`config.mk`:
```
export PLATFORM = sky130hd
export DESIGN_NAME = cfg_stream_ctrl
export DESIGN_NICKNAME = d
export VERILOG_FILES = /design/src/rtl/cfg_stream_pkg.sv /design/src/rtl/cfg_addr_gen.sv /design/src/rtl/cfg_end_detect.sv /design/src/rtl/cfg_xfer_timer.sv /design/src/rtl/cfg_stream_ctrl.sv
export SDC_FILE = /design/constraint.sdc
export NUM_CORES = 1
export LEC_CHECK = 0
export CAP_MARGIN = 20
export CELL_PAD_IN_SITES_DETAIL_PLACEMENT = 2
export CELL_PAD_IN_SITES_GLOBAL_PLACEMENT = 2
export CORE_ASPECT_RATIO = 0.5
export CORE_MARGIN = 2
export CORE_UTILIZATION = 25
export DETAILED_ROUTE_END_ITERATION = 10
export DONT_BUFFER_PORTS = 1
export GPL_ROUTABILITY_DRIVEN = 0
export MAX_ROUTING_LAYER = met4
export PLACE_DENSITY_LB_ADDON = 0.1
export SYNTH_ARGS = -nofsm -noshare
export SYNTH_HDL_FRONTEND = slang
export SYNTH_HIERARCHICAL = 1
export SYNTH_SLANG_ARGS = --single-unit
export TNS_END_PERCENT = 20
```
`constraint.sdc`:
```
create_clock -name clk -period 2.2 [get_ports clk]
set_input_delay 0.44 -clock clk [delete_from_list [all_inputs] [get_ports clk]]
set_output_delay 0.44 -clock clk [all_outputs]
set_load 0.1 [all_outputs]
```
`src/rtl/cfg_stream_pkg.sv`:
```
`timescale 1ns/1ps
package cfg_stream_pkg;

  typedef enum logic [1:0] {
    ST_BEGIN  = 2'd0,
    ST_PRIME  = 2'd1,
    ST_CONFIG = 2'd2,
    ST_DONE   = 2'd3
  } xfer_state_t;

  localparam logic [31:0] STATUS_SYNCED = 32'h0000_00DF;
  localparam logic [31:0] STATUS_DESYNC = 32'h0000_009F;

endpackage

```
`src/rtl/cfg_addr_gen.sv`:
```
`timescale 1ns/1ps
module cfg_addr_gen #(
  parameter int ADDR_W   = 8,
  parameter int SEL_W    = 2,
  parameter int IMG_SPAN = 64
) (
  input  logic              clk,
  input  logic              rst_n,
  input  logic              load_i,
  input  logic [SEL_W-1:0]  sel_i,
  input  logic              issue_i,
  input  logic              accept_i,
  output logic [ADDR_W-1:0] rd_addr_o,
  output logic              last_o
);

  localparam int OFF_W = (IMG_SPAN > 1) ? $clog2(IMG_SPAN) : 1;
  localparam int CNT_W = OFF_W + 1;
  localparam logic [CNT_W-1:0] LAST_OFF = CNT_W'(IMG_SPAN - 1);

  logic [ADDR_W-1:0] base;
  logic [ADDR_W-1:0] rd_addr_q;
  logic [CNT_W-1:0]  wcnt_q;

  generate
    if ((IMG_SPAN & (IMG_SPAN - 1)) == 0) begin : g_pow2_base
      assign base = ADDR_W'({sel_i, {OFF_W{1'b0}}});
    end else begin : g_mul_base
      assign base = ADDR_W'(sel_i) * ADDR_W'(IMG_SPAN);
    end
  endgenerate

  always_ff @(posedge clk or negedge rst_n) begin
    if (!rst_n) begin
      rd_addr_q <= '0;
    end else if (load_i) begin
      rd_addr_q <= base;
    end else if (issue_i) begin
      rd_addr_q <= rd_addr_q + 1'b1;
    end
  end

  always_ff @(posedge clk or negedge rst_n) begin
    if (!rst_n) begin
      wcnt_q <= '0;
    end else if (load_i) begin
      wcnt_q <= '0;
    end else if (accept_i) begin
      wcnt_q <= wcnt_q + 1'b1;
    end
  end

  assign rd_addr_o = rd_addr_q;
  assign last_o    = (wcnt_q == LAST_OFF);

  // no issue means the address stays put
  p_addr_hold_r5: assert property (@(posedge clk) disable iff (!rst_n)
    (!load_i && !issue_i) |=> $stable(rd_addr_o));

  // each issue steps the address by exactly one
  p_addr_step_r3: assert property (@(posedge clk) disable iff (!rst_n)
    (!load_i && issue_i) |=> (rd_addr_o == $past(rd_addr_o) + 1'b1));

endmodule

```
`src/rtl/cfg_end_detect.sv`:
```
`timescale 1ns/1ps
module cfg_end_detect
  import cfg_stream_pkg::*;
#(
  parameter int              DATA_W     = 32,
  parameter logic [DATA_W-1:0] END_WORD = 32'h0000_000D,
  parameter bit              USE_STATUS = 1'b1
) (
  input  logic              clk,
  input  logic              rst_n,
  input  logic [DATA_W-1:0] word_i,
  input  logic [DATA_W-1:0] status_i,
  output logic              word_is_end_o,
  output logic              status_end_o
);

  assign word_is_end_o = (word_i == END_WORD);

  generate
    if (USE_STATUS) begin : g_status
      logic [DATA_W-1:0] stat_q;

      always_ff @(posedge clk or negedge rst_n) begin
        if (!rst_n) begin
          stat_q <= '0;
        end else begin
          stat_q <= status_i;
        end
      end

      assign status_end_o = (stat_q == DATA_W'(STATUS_SYNCED)) &&
                            (status_i == DATA_W'(STATUS_DESYNC));
    end else begin : g_no_status
      assign status_end_o = 1'b0;
    end
  endgenerate

endmodule

```
`src/rtl/cfg_xfer_timer.sv`:
```
`timescale 1ns/1ps
module cfg_xfer_timer #(
  parameter int CNT_W = 16
) (
  input  logic             clk,
  input  logic             rst_n,
  input  logic             clr_i,
  input  logic             inc_i,
  output logic [CNT_W-1:0] cnt_o
);

  localparam logic [CNT_W-1:0] CNT_MAX = '1;

  logic [CNT_W-1:0] cnt_q;

  always_ff @(posedge clk or negedge rst_n) begin
    if (!rst_n) begin
      cnt_q <= '0;
    end else if (clr_i) begin
      cnt_q <= '0;
    end else if (inc_i && (cnt_q != CNT_MAX)) begin
      cnt_q <= cnt_q + 1'b1;
    end
  end

  assign cnt_o = cnt_q;

  // a counted cycle adds one
  p_timer_inc_r10: assert property (@(posedge clk) disable iff (!rst_n)
    (inc_i && !clr_i && (cnt_o != CNT_MAX)) |=> (cnt_o == $past(cnt_o) + 1'b1));

  // idle cycles leave the count alone
  p_timer_hold_r10: assert property (@(posedge clk) disable iff (!rst_n)
    (!inc_i && !clr_i) |=> $stable(cnt_o));

endmodule

```
`src/rtl/cfg_stream_ctrl.sv`:
```
`timescale 1ns/1ps
module cfg_stream_ctrl
  import cfg_stream_pkg::*;
#(
  parameter int                DATA_W     = 32,
  parameter int                ADDR_W     = 8,
  parameter int                NUM_IMG    = 4,
  parameter int                IMG_SPAN   = 64,
  parameter int                CNT_W      = 16,
  parameter logic [DATA_W-1:0] END_WORD   = 32'h0000_000D,
  parameter bit                USE_STATUS = 1'b1,
  localparam int               SEL_W      = (NUM_IMG > 1) ? $clog2(NUM_IMG) : 1
) (
  input  logic              clk,
  input  logic              rst_n,
  input  logic              trig_i,
  input  logic [SEL_W-1:0]  img_sel_i,
  output logic              mem_en_o,
  output logic [ADDR_W-1:0] mem_addr_o,
  input  logic [DATA_W-1:0] mem_rdata_i,
  output logic              port_ce_n_o,
  output logic              port_wr_n_o,
  output logic [DATA_W-1:0] port_din_o,
  input  logic [DATA_W-1:0] port_dout_i,
  input  logic              port_busy_i,
  output logic              done_n_o,
  output logic              err_o,
  output logic [CNT_W-1:0]  xfer_cycles_o
);

  xfer_state_t state_q, state_d;

  logic start, streaming, accept, finish, err_set, issue;
  logic word_is_end, status_end, last_word;
  logic done_q, err_q;

  // ---------------- control decode ----------------
  assign start     = (state_q == ST_BEGIN) && trig_i;
  assign streaming = (state_q == ST_CONFIG);
  assign accept    = streaming && !port_busy_i;
  assign finish    = streaming &&
                     ((accept && (word_is_end || last_word)) || status_end);
  assign err_set   = accept && last_word && !word_is_end && !status_end;
  assign issue     = (state_q == ST_PRIME) || (accept && !finish);

  // ---------------- next state ----------------
  always_comb begin
    state_d = state_q;
    unique case (state_q)
      ST_BEGIN:  if (trig_i)  state_d = ST_PRIME;
      ST_PRIME:               state_d = ST_CONFIG;
      ST_CONFIG: if (finish)  state_d = ST_DONE;
      ST_DONE:   if (!trig_i) state_d = ST_BEGIN;
      default:                state_d = ST_BEGIN;
    endcase
  end

  always_ff @(posedge clk or negedge rst_n) begin
    if (!rst_n) begin
      state_q <= ST_BEGIN;
    end else begin
      state_q <= state_d;
    end
  end

  // ---------------- result flags ----------------
  always_ff @(posedge clk or negedge rst_n) begin
    if (!rst_n) begin
      done_q <= 1'b0;
      err_q  <= 1'b0;
    end else if (start) begin
      done_q <= 1'b0;
      err_q  <= 1'b0;
    end else begin
      if (finish)  done_q <= 1'b1;
      if (err_set) err_q  <= 1'b1;
    end
  end

  // ---------------- sub-blocks ----------------
  cfg_addr_gen #(
    .ADDR_W   (ADDR_W),
    .SEL_W    (SEL_W),
    .IMG_SPAN (IMG_SPAN)
  ) u_addr (
    .clk       (clk),
    .rst_n     (rst_n),
    .load_i    (start),
    .sel_i     (img_sel_i),
    .issue_i   (issue),
    .accept_i  (accept),
    .rd_addr_o (mem_addr_o),
    .last_o    (last_word)
  );

  cfg_end_detect #(
    .DATA_W     (DATA_W),
    .END_WORD   (END_WORD),
    .USE_STATUS (USE_STATUS)
  ) u_end (
    .clk           (clk),
    .rst_n         (rst_n),
    .word_i        (mem_rdata_i),
    .status_i      (port_dout_i),
    .word_is_end_o (word_is_end),
    .status_end_o  (status_end)
  );

  cfg_xfer_timer #(
    .CNT_W (CNT_W)
  ) u_timer (
    .clk   (clk),
    .rst_n (rst_n),
    .clr_i (start),
    .inc_i (streaming),
    .cnt_o (xfer_cycles_o)
  );

  // ---------------- outputs ----------------
  assign mem_en_o    = issue;
  assign port_ce_n_o = !streaming;
  assign port_wr_n_o = !streaming;
  assign port_din_o  = mem_rdata_i;
  assign done_n_o    = !done_q;
  assign err_o       = err_q;

  // ---------------- assertions ----------------
  // a start is followed by a prefetch cycle with the port still closed
  p_start_prime_r2: assert property (@(posedge clk) disable iff (!rst_n)
    start |=> (mem_en_o && port_ce_n_o));

  // a refused word stays on the enabled port
  p_busy_hold_r5: assert property (@(posedge clk) disable iff (!rst_n)
    (!port_ce_n_o && port_busy_i && !status_end) |=>
      (!port_ce_n_o && $stable(port_din_o)));

  // an accepted end word releases the port and signals done
  p_end_word_r4: assert property (@(posedge clk) disable iff (!rst_n)
    (!port_ce_n_o && !port_busy_i && (port_din_o == END_WORD)) |=>
      (port_ce_n_o && port_wr_n_o && !done_n_o));

  // a trigger still held after the finish does not reopen the port
  p_no_restart_r8: assert property (@(posedge clk) disable iff (!rst_n)
    ((state_q == ST_DONE) && trig_i) |=> port_ce_n_o);

  // the error flag only rises together with the finish
  p_err_done_r9: assert property (@(posedge clk) disable iff (!rst_n)
    $rose(err_o) |-> !done_n_o);

endmodule

```
# Yosys cells after proc, flatten, opt, wreduce, memory -nomap -nowiden
# Index checks and enable logic that the tools add are counted.
# word_totals
ff_bits	67
inputBits	70
output_inout_bits	61
wordCells	61
# classes
n_addsub	3
eq_ne	11
muxes	14
reduce_logical	26
# ops
operator	n
$eq A32 B8 Y1 const B	2
$eq A32 B4 Y1 const B	1
$mux W16	2
$add A16 B1 Y16 const B	1
$mux W8	2
$ne A16 B16 Y1 const B	1
$mux W7	2
$logic_and A1 B1 Y1	10
$reduce_bool A2 Y1	5
$add A8 B1 Y8 const B	1
$pmux W2 S4	1
$add A7 B1 Y7 const B	1
$eq A7 B6 Y1 const B	1
$logic_not A1 Y1	6
$mux W2	3
$eq A2 B2 Y1 const B	2
$mux W1	4
$ne A2 B2 Y1 const B	2
$logic_or A1 B1 Y1	3
$reduce_and A3 Y1	1
$eq A2 B1 Y1 const B	1
$logic_not A2 Y1	1
$ne A2 B1 Y1 const B	1

# Depth between registers and ports, before layout
# depth
word_depth	10
ltp_mapped	9
mapped_depth_nobuf	8

# Cells and area by module
# The synthesis kept the hierarchy.
# by_module_without_submodules
mod	n_inst	cells_per_inst	area_per_inst_um2	seq_area_each_um2
cfg_end_detect	1	65	1029.7	800.8
cfg_xfer_timer	1	98	942.2	400.4
cfg_addr_gen	1	74	745.7	375.4
cfg_stream_ctrl	1	62	531.8	100.1

# Least setup slack after synthesis
# OpenSTA, ideal clock, no wires.
# synth_path
path_type	input-to-reg
startpoint	input mem_rdata_i[0]
endpoint	register u_addr.rd_addr_q[7], in the netlist u_addr/rd_addr_o[7]
setup_time_ps	69
t_arrival_ps	3569
required_time_ps	2131
path_slack_ps	-1438
cell_stages	9
n_path_buf	1
path_cell_list	nor4b_1 nand4_1 nor3_1 or4b_1 o21bai_1 buf_6 nand4_1 or4_1 nand3_1
# synth_between
elab_chain_cells	9
# synth_lines
element	line	text
from (decl)	cfg_stream_ctrl.sv:20	input logic [DATA_W-1:0] mem_rdata_i,
$eq A32 B4 Y1	cfg_end_detect.sv:17	assign word_is_end_o = (word_i == END_WORD);
via word_is_end	cfg_stream_ctrl.sv:34	logic word_is_end, status_end, last_word;
$logic_or A1 B1 Y1	cfg_stream_ctrl.sv:42	((accept && (word_is_end || last_word)) || status_end);
$logic_and A1 B1 Y1	cfg_stream_ctrl.sv:42	
$logic_or A1 B1 Y1	cfg_stream_ctrl.sv:42	
$logic_and A1 B1 Y1	cfg_stream_ctrl.sv:41	assign finish = streaming &&
$logic_not A1 Y1	cfg_stream_ctrl.sv:44	assign issue = (state_q == ST_PRIME) || (accept && !finish);
$logic_and A1 B1 Y1	cfg_stream_ctrl.sv:44	
$logic_or A1 B1 Y1	cfg_stream_ctrl.sv:44	
via mem_en_o	cfg_stream_ctrl.sv:18	output logic mem_en_o,
$reduce_bool A2 Y1 (no source line)	-	
to (signal assigned)	cfg_addr_gen.sv:37	rd_addr_q <= base;
to (signal assigned)	cfg_addr_gen.sv:39	rd_addr_q <= rd_addr_q + 1'b1;
to (decl)	cfg_addr_gen.sv:22	logic [ADDR_W-1:0] rd_addr_q;
# The timed path passes the listed nets, and every way through them passes these cells.
# A chain may end at the register's enable or synchronous reset.

# Worst setup path after layout
# layout_path
startpoint	register u_end.g_status.stat_q[9]
endpoint	output mem_en_o
# layout_between
elab_chain_cells	7
# layout_lines
element	line	text
from (decl)	cfg_end_detect.sv:21	logic [DATA_W-1:0] stat_q;
from (signal assigned)	cfg_end_detect.sv:27	stat_q <= status_i;
$eq A32 B8 Y1	cfg_end_detect.sv:31	assign status_end_o = (stat_q == DATA_W'(STATUS_SYNCED)) &&
$logic_and A1 B1 Y1	cfg_end_detect.sv:31	
via status_end	cfg_stream_ctrl.sv:34	
$logic_or A1 B1 Y1	cfg_stream_ctrl.sv:42	
$logic_and A1 B1 Y1	cfg_stream_ctrl.sv:41	
$logic_not A1 Y1	cfg_stream_ctrl.sv:44	
$logic_and A1 B1 Y1	cfg_stream_ctrl.sv:44	
$logic_or A1 B1 Y1	cfg_stream_ctrl.sv:44	
to (decl)	cfg_stream_ctrl.sv:18	
# The timed path passes the listed nets, and every way through them passes these cells.

==> qor.csv <==
stage,metric,value,unit
global_routing,grt_util_all_layers,0.146,
route,avgViaCountPerCell,4.93,
worst_setup_path,critPathRequiredTime,1760,ps
power_and_ir_drop,total_leakage_power,0.00166,uW
layout,num-fill-cells,1375,
power_and_ir_drop,ir_worst_vdd,0.693,mV
layout,layout-drive-gt1-share,0.278,
power_and_ir_drop,cellInternalPower,2900,uW
timing,setup-violations-final,11,
logic_synthesis,synth-seq-cells,67,
timing,fin_worst_hold_slack,139,ps
timing,timing_max_transition_violations_final,0,
power_and_ir_drop,share_comb_of_total_power,0.462,
layout,final_cell_mix,"dfrtp_1 (67), buf_4 (42), nor4_1 (19), nor2_1 (18), nand4_1 (17)",
layout,post-route-util,0.311,
placement,dp_slack,-318,ps
global_routing,grt_first_pass_wirelength,14900,um
logic_synthesis,seq_area_frac_synth,0.516,
worst_setup_path,crit_type,reg2out,
worst_setup_path,worst_path_max_delay_cell,or4b_4,
route,wl_cell,19.2,um
logic_synthesis,yosysWarnings,6,
timing,worst_clock_skew,9.61,ps
job,maxCapViolations,0,
timing,worst_slew_pin_slew,560,ps
placement,placement.cell_area,3550,um^2
clock_network,largest_buffer_count_on_any_clock_path,2,
floorplanning,core,12700,um^2
floorplanning,dieWidth,165,um
timing,final_period_minus_worst_setup_slack,2760,ps
global_routing,grt_pass1_vias,2696,
power_and_ir_drop,p_sw,2620,uW
route,post_route_drc_violation_count,0,
floorplanning,fp.dieH,84.6,um
global_routing,grt_use_met3,0.0484,
power_and_ir_drop,netSwitchingFraction,0.475,
global_routing,busiest_layer,met2,
clock_network,clk_latency,330,ps
clock_network,h_tree_levels,3,
logic_synthesis,yosys_most_used_dff,dfrtp_1,
worst_setup_path,timing.critical_path.cells,or4b_4 > or4_4 > nor4_4 > buf_4 > or4b_4 > o21bai_4 > buf_12,
layout,area.growth.synth_to_final,21.3,%
power_and_ir_drop,clock_power_share,0.238,
clock_network,clockRootBuffer,clkbuf_16,
route,final_wirelength,9430,um
min_path,hold_path.class,in2reg,
worst_setup_path,slowest_delay,520,ps
power_and_ir_drop,pwr_dens,1400,nW/um^2
floorplanning,initial_core_util,0.257,
layout,nets,392,
clock_network,clkSlewWorstSetupHoldPaths,60,ps
clock_network,tritoncts.num_buffers,9,
worst_setup_path,critPathMostFrequentCell,or4b_4,
worst_setup_path,endpoint_kind,primary output,
timing,crit_path_setup_slack_layout,-562,ps
floorplanning,io-pin-count,131,
logic_synthesis,synth_area_per_cell,10.9,um^2
global_routing,grt_max_degree,68,
worst_setup_path,worst-endpoint-arrival,2320,ps
logic_synthesis,synth-async-reset-ratio,1.00,
power_and_ir_drop,power,5520,uW
placement,io_buffer_count,0,
route,drtAntennaViolNets,0,
logic_synthesis,postSynthNetCount,376,
timing,rsz_0062_raised_after_global_routing,yes,
layout,final_standard_cell_area_without_fillers,3940,um^2
global_routing,overflow_left_after_global_routing,0,
global_routing,globalRouteMet1Util,0.164,
global_routing,grt_antenna_before_repair,0,
worst_setup_path,worstPathMaxFanout,2,
clock_network,tritoncts,yes,
power_and_ir_drop,sequentialPowerShare,0.301,
logic_synthesis,syn-cell-area,3250,um^2
logic_synthesis,post_synth_inst_count,299,
outcome,violated_checks,negative setup slack,
outcome,outcome,finished with violations,
layout,antenna_cells_inserted,0,
placement,hpwlAfterDp,7170,um
timing,min_period_over_period,1.26,
clock_network,cts.sink_count,67,
logic_synthesis,synth_cell_types,44,
logic_synthesis,synth-edff-count,0,
floorplanning,placement_rows,29,
route,drtIter0Drc,61,
timing,timing.fmax,0.362,GHz
route,via_count,2415,
global_routing,grt_util_met2,0.253,
timing,slew-limit-headroom,0.627,
floorplanning,die_area,14000,um^2
route,drt_first_pass_iters,4,
timing,timing_hold_violations_final,0,
worst_setup_path,cp-start-kind,flop,
layout,most_common_library_cell_in_the_layout_ignoring_fill_and_taps,dfrtp_1,
kinds of logic (layout without fill, tap and decap cells):
family / Yosys count / in the layout / synth area share
AND/OR/NAND/NOR: 120 / 120 / 0.228
flip-flops: 67 / 67 / 0.516
buffers and inverters: 51 / 72 / 0.104
AO/OA/AOI/OAI: 38 / 38 / 0.0759
XOR/XNOR: 8 / 8 / 0.0216
multiplexers: 8 / 8 / 0.0270
adder cells (fa/ha/maj): 7 / 7 / 0.0270
power by group through the flow:
stage | combinational (uW) | sequential (uW) | clock (uW)
5_1_grt | 2700 | 1690 | 1420
2_1_floorplan | 1180 | 2560 | 0
4_1_cts | 2560 | 1670 | 1360
6_report | 2550 | 1660 | 1310
3_5_place_dp | 2450 | 1680 | 0
3_3_place_gp | 2410 | 1670 | 0
stage by stage:
stage / std cells / TNS, ps
after global routing: 490 / -4360
after global placement: 469 / -1740
after floorplan: 299 / -5860
after CTS: 488 / -3140
after detailed placement: 469 / -2630
final: 490 / -2750
critical path: cells and delay by family (launching register included):
kind	cells	cell delay, ps
AND/OR/NAND/NOR	4	1240
buffers and inverters	2	320
AO/OA/AOI/OAI	1	80
flip-flops	1	360
state kept, by name, indices dropped and copies added, names as in the netlist:
| signal | count |
|---|---|
| err_o | 1 |
| u_addr/rd_addr_o | 8 |
| u_timer/cnt_o | 16 |
| u_end/g_status.stat_q | 32 |
| done_q | 1 |
| state_q | 2 |
| u_addr/wcnt_q | 7 |
cell type report:
cell class,instances,area (um^2),share of cell area
clock buffers,9,225,0.0572
inverters,9,33.8,0.00857
clock inverters,7,45.0,0.0114
flip-flops and latches,67,1680,0.426
repair buffers,47,413,0.105
well taps,170,213,0.0540
multi-input cells,181,1330,0.339
final timing paths:
check | end | slack, ps | cells past startpoint | start
min in group asynchronous | u_timer/cnt_o[14] | 660 | 2 | rst_n
worst max-delay path | mem_en_o | -560 | 7 | u_end/g_status.stat_q[9]
max in group asynchronous | u_addr/rd_addr_o[4] | 1230 | 2 | rst_n
worst max register to register | u_addr/rd_addr_o[3] | -320 | 11 | u_end/g_status.stat_q[9]
worst min register to register | state_q[1] | 570 | 1 | state_q[1]
worst min-delay path | u_end/g_status.stat_q[11] | 140 | 0 | port_dout_i[11]
per-layer routing:
metal | vias to the layer above | share of wire
met2 | 87 | 0.51
met4 | 0 | 0.0074
met5 | - | 0
li1 | 1093 | -
met1 | 1225 | 0.42
met3 | 10 | 0.062
cells in the mapped netlist (2+ instances only):
cell      count  area share
xnor2_1       2      0.0054
inv_1         9       0.010
or3_1         5      0.0096
and4_2        2      0.0062
mux2i_1       2      0.0062
buf_4        33       0.076
dfrtp_1      67        0.52
nand4_2       2      0.0077
nor4b_1       4       0.011
o21bai_1      2      0.0046
nand3_1       7       0.011
xor2_1        6       0.016
nand4_1      17       0.033
ha_1          7       0.027
nand4b_1      3      0.0081
nor2b_1       6       0.012
or4b_1        2      0.0062
o21ai_1       3      0.0046
or4_2         2      0.0054
o21ai_0       6      0.0092
o31ai_1       7       0.016
clkbuf_1      5      0.0058
nor3_1        2      0.0031
a21oi_1      14       0.022
buf_6         3       0.010
nand2_1      14       0.016
nor2_1       19       0.022
nor4_1       19       0.037
and3_1        2      0.0038
or4_1         8       0.018
mux2_1        6       0.021
what timing repair did:
item / CTS / global route
endpoints found under the setup margin: 11 / 12
resized for setup: 8 / 4
hold buffers: 1 / 1
setup buffers: 2 / 1
endpoints found under the hold margin: 67 / 2
pin swaps: 3 / 5
No activity file was read; power rests on OpenSTA's default activity.
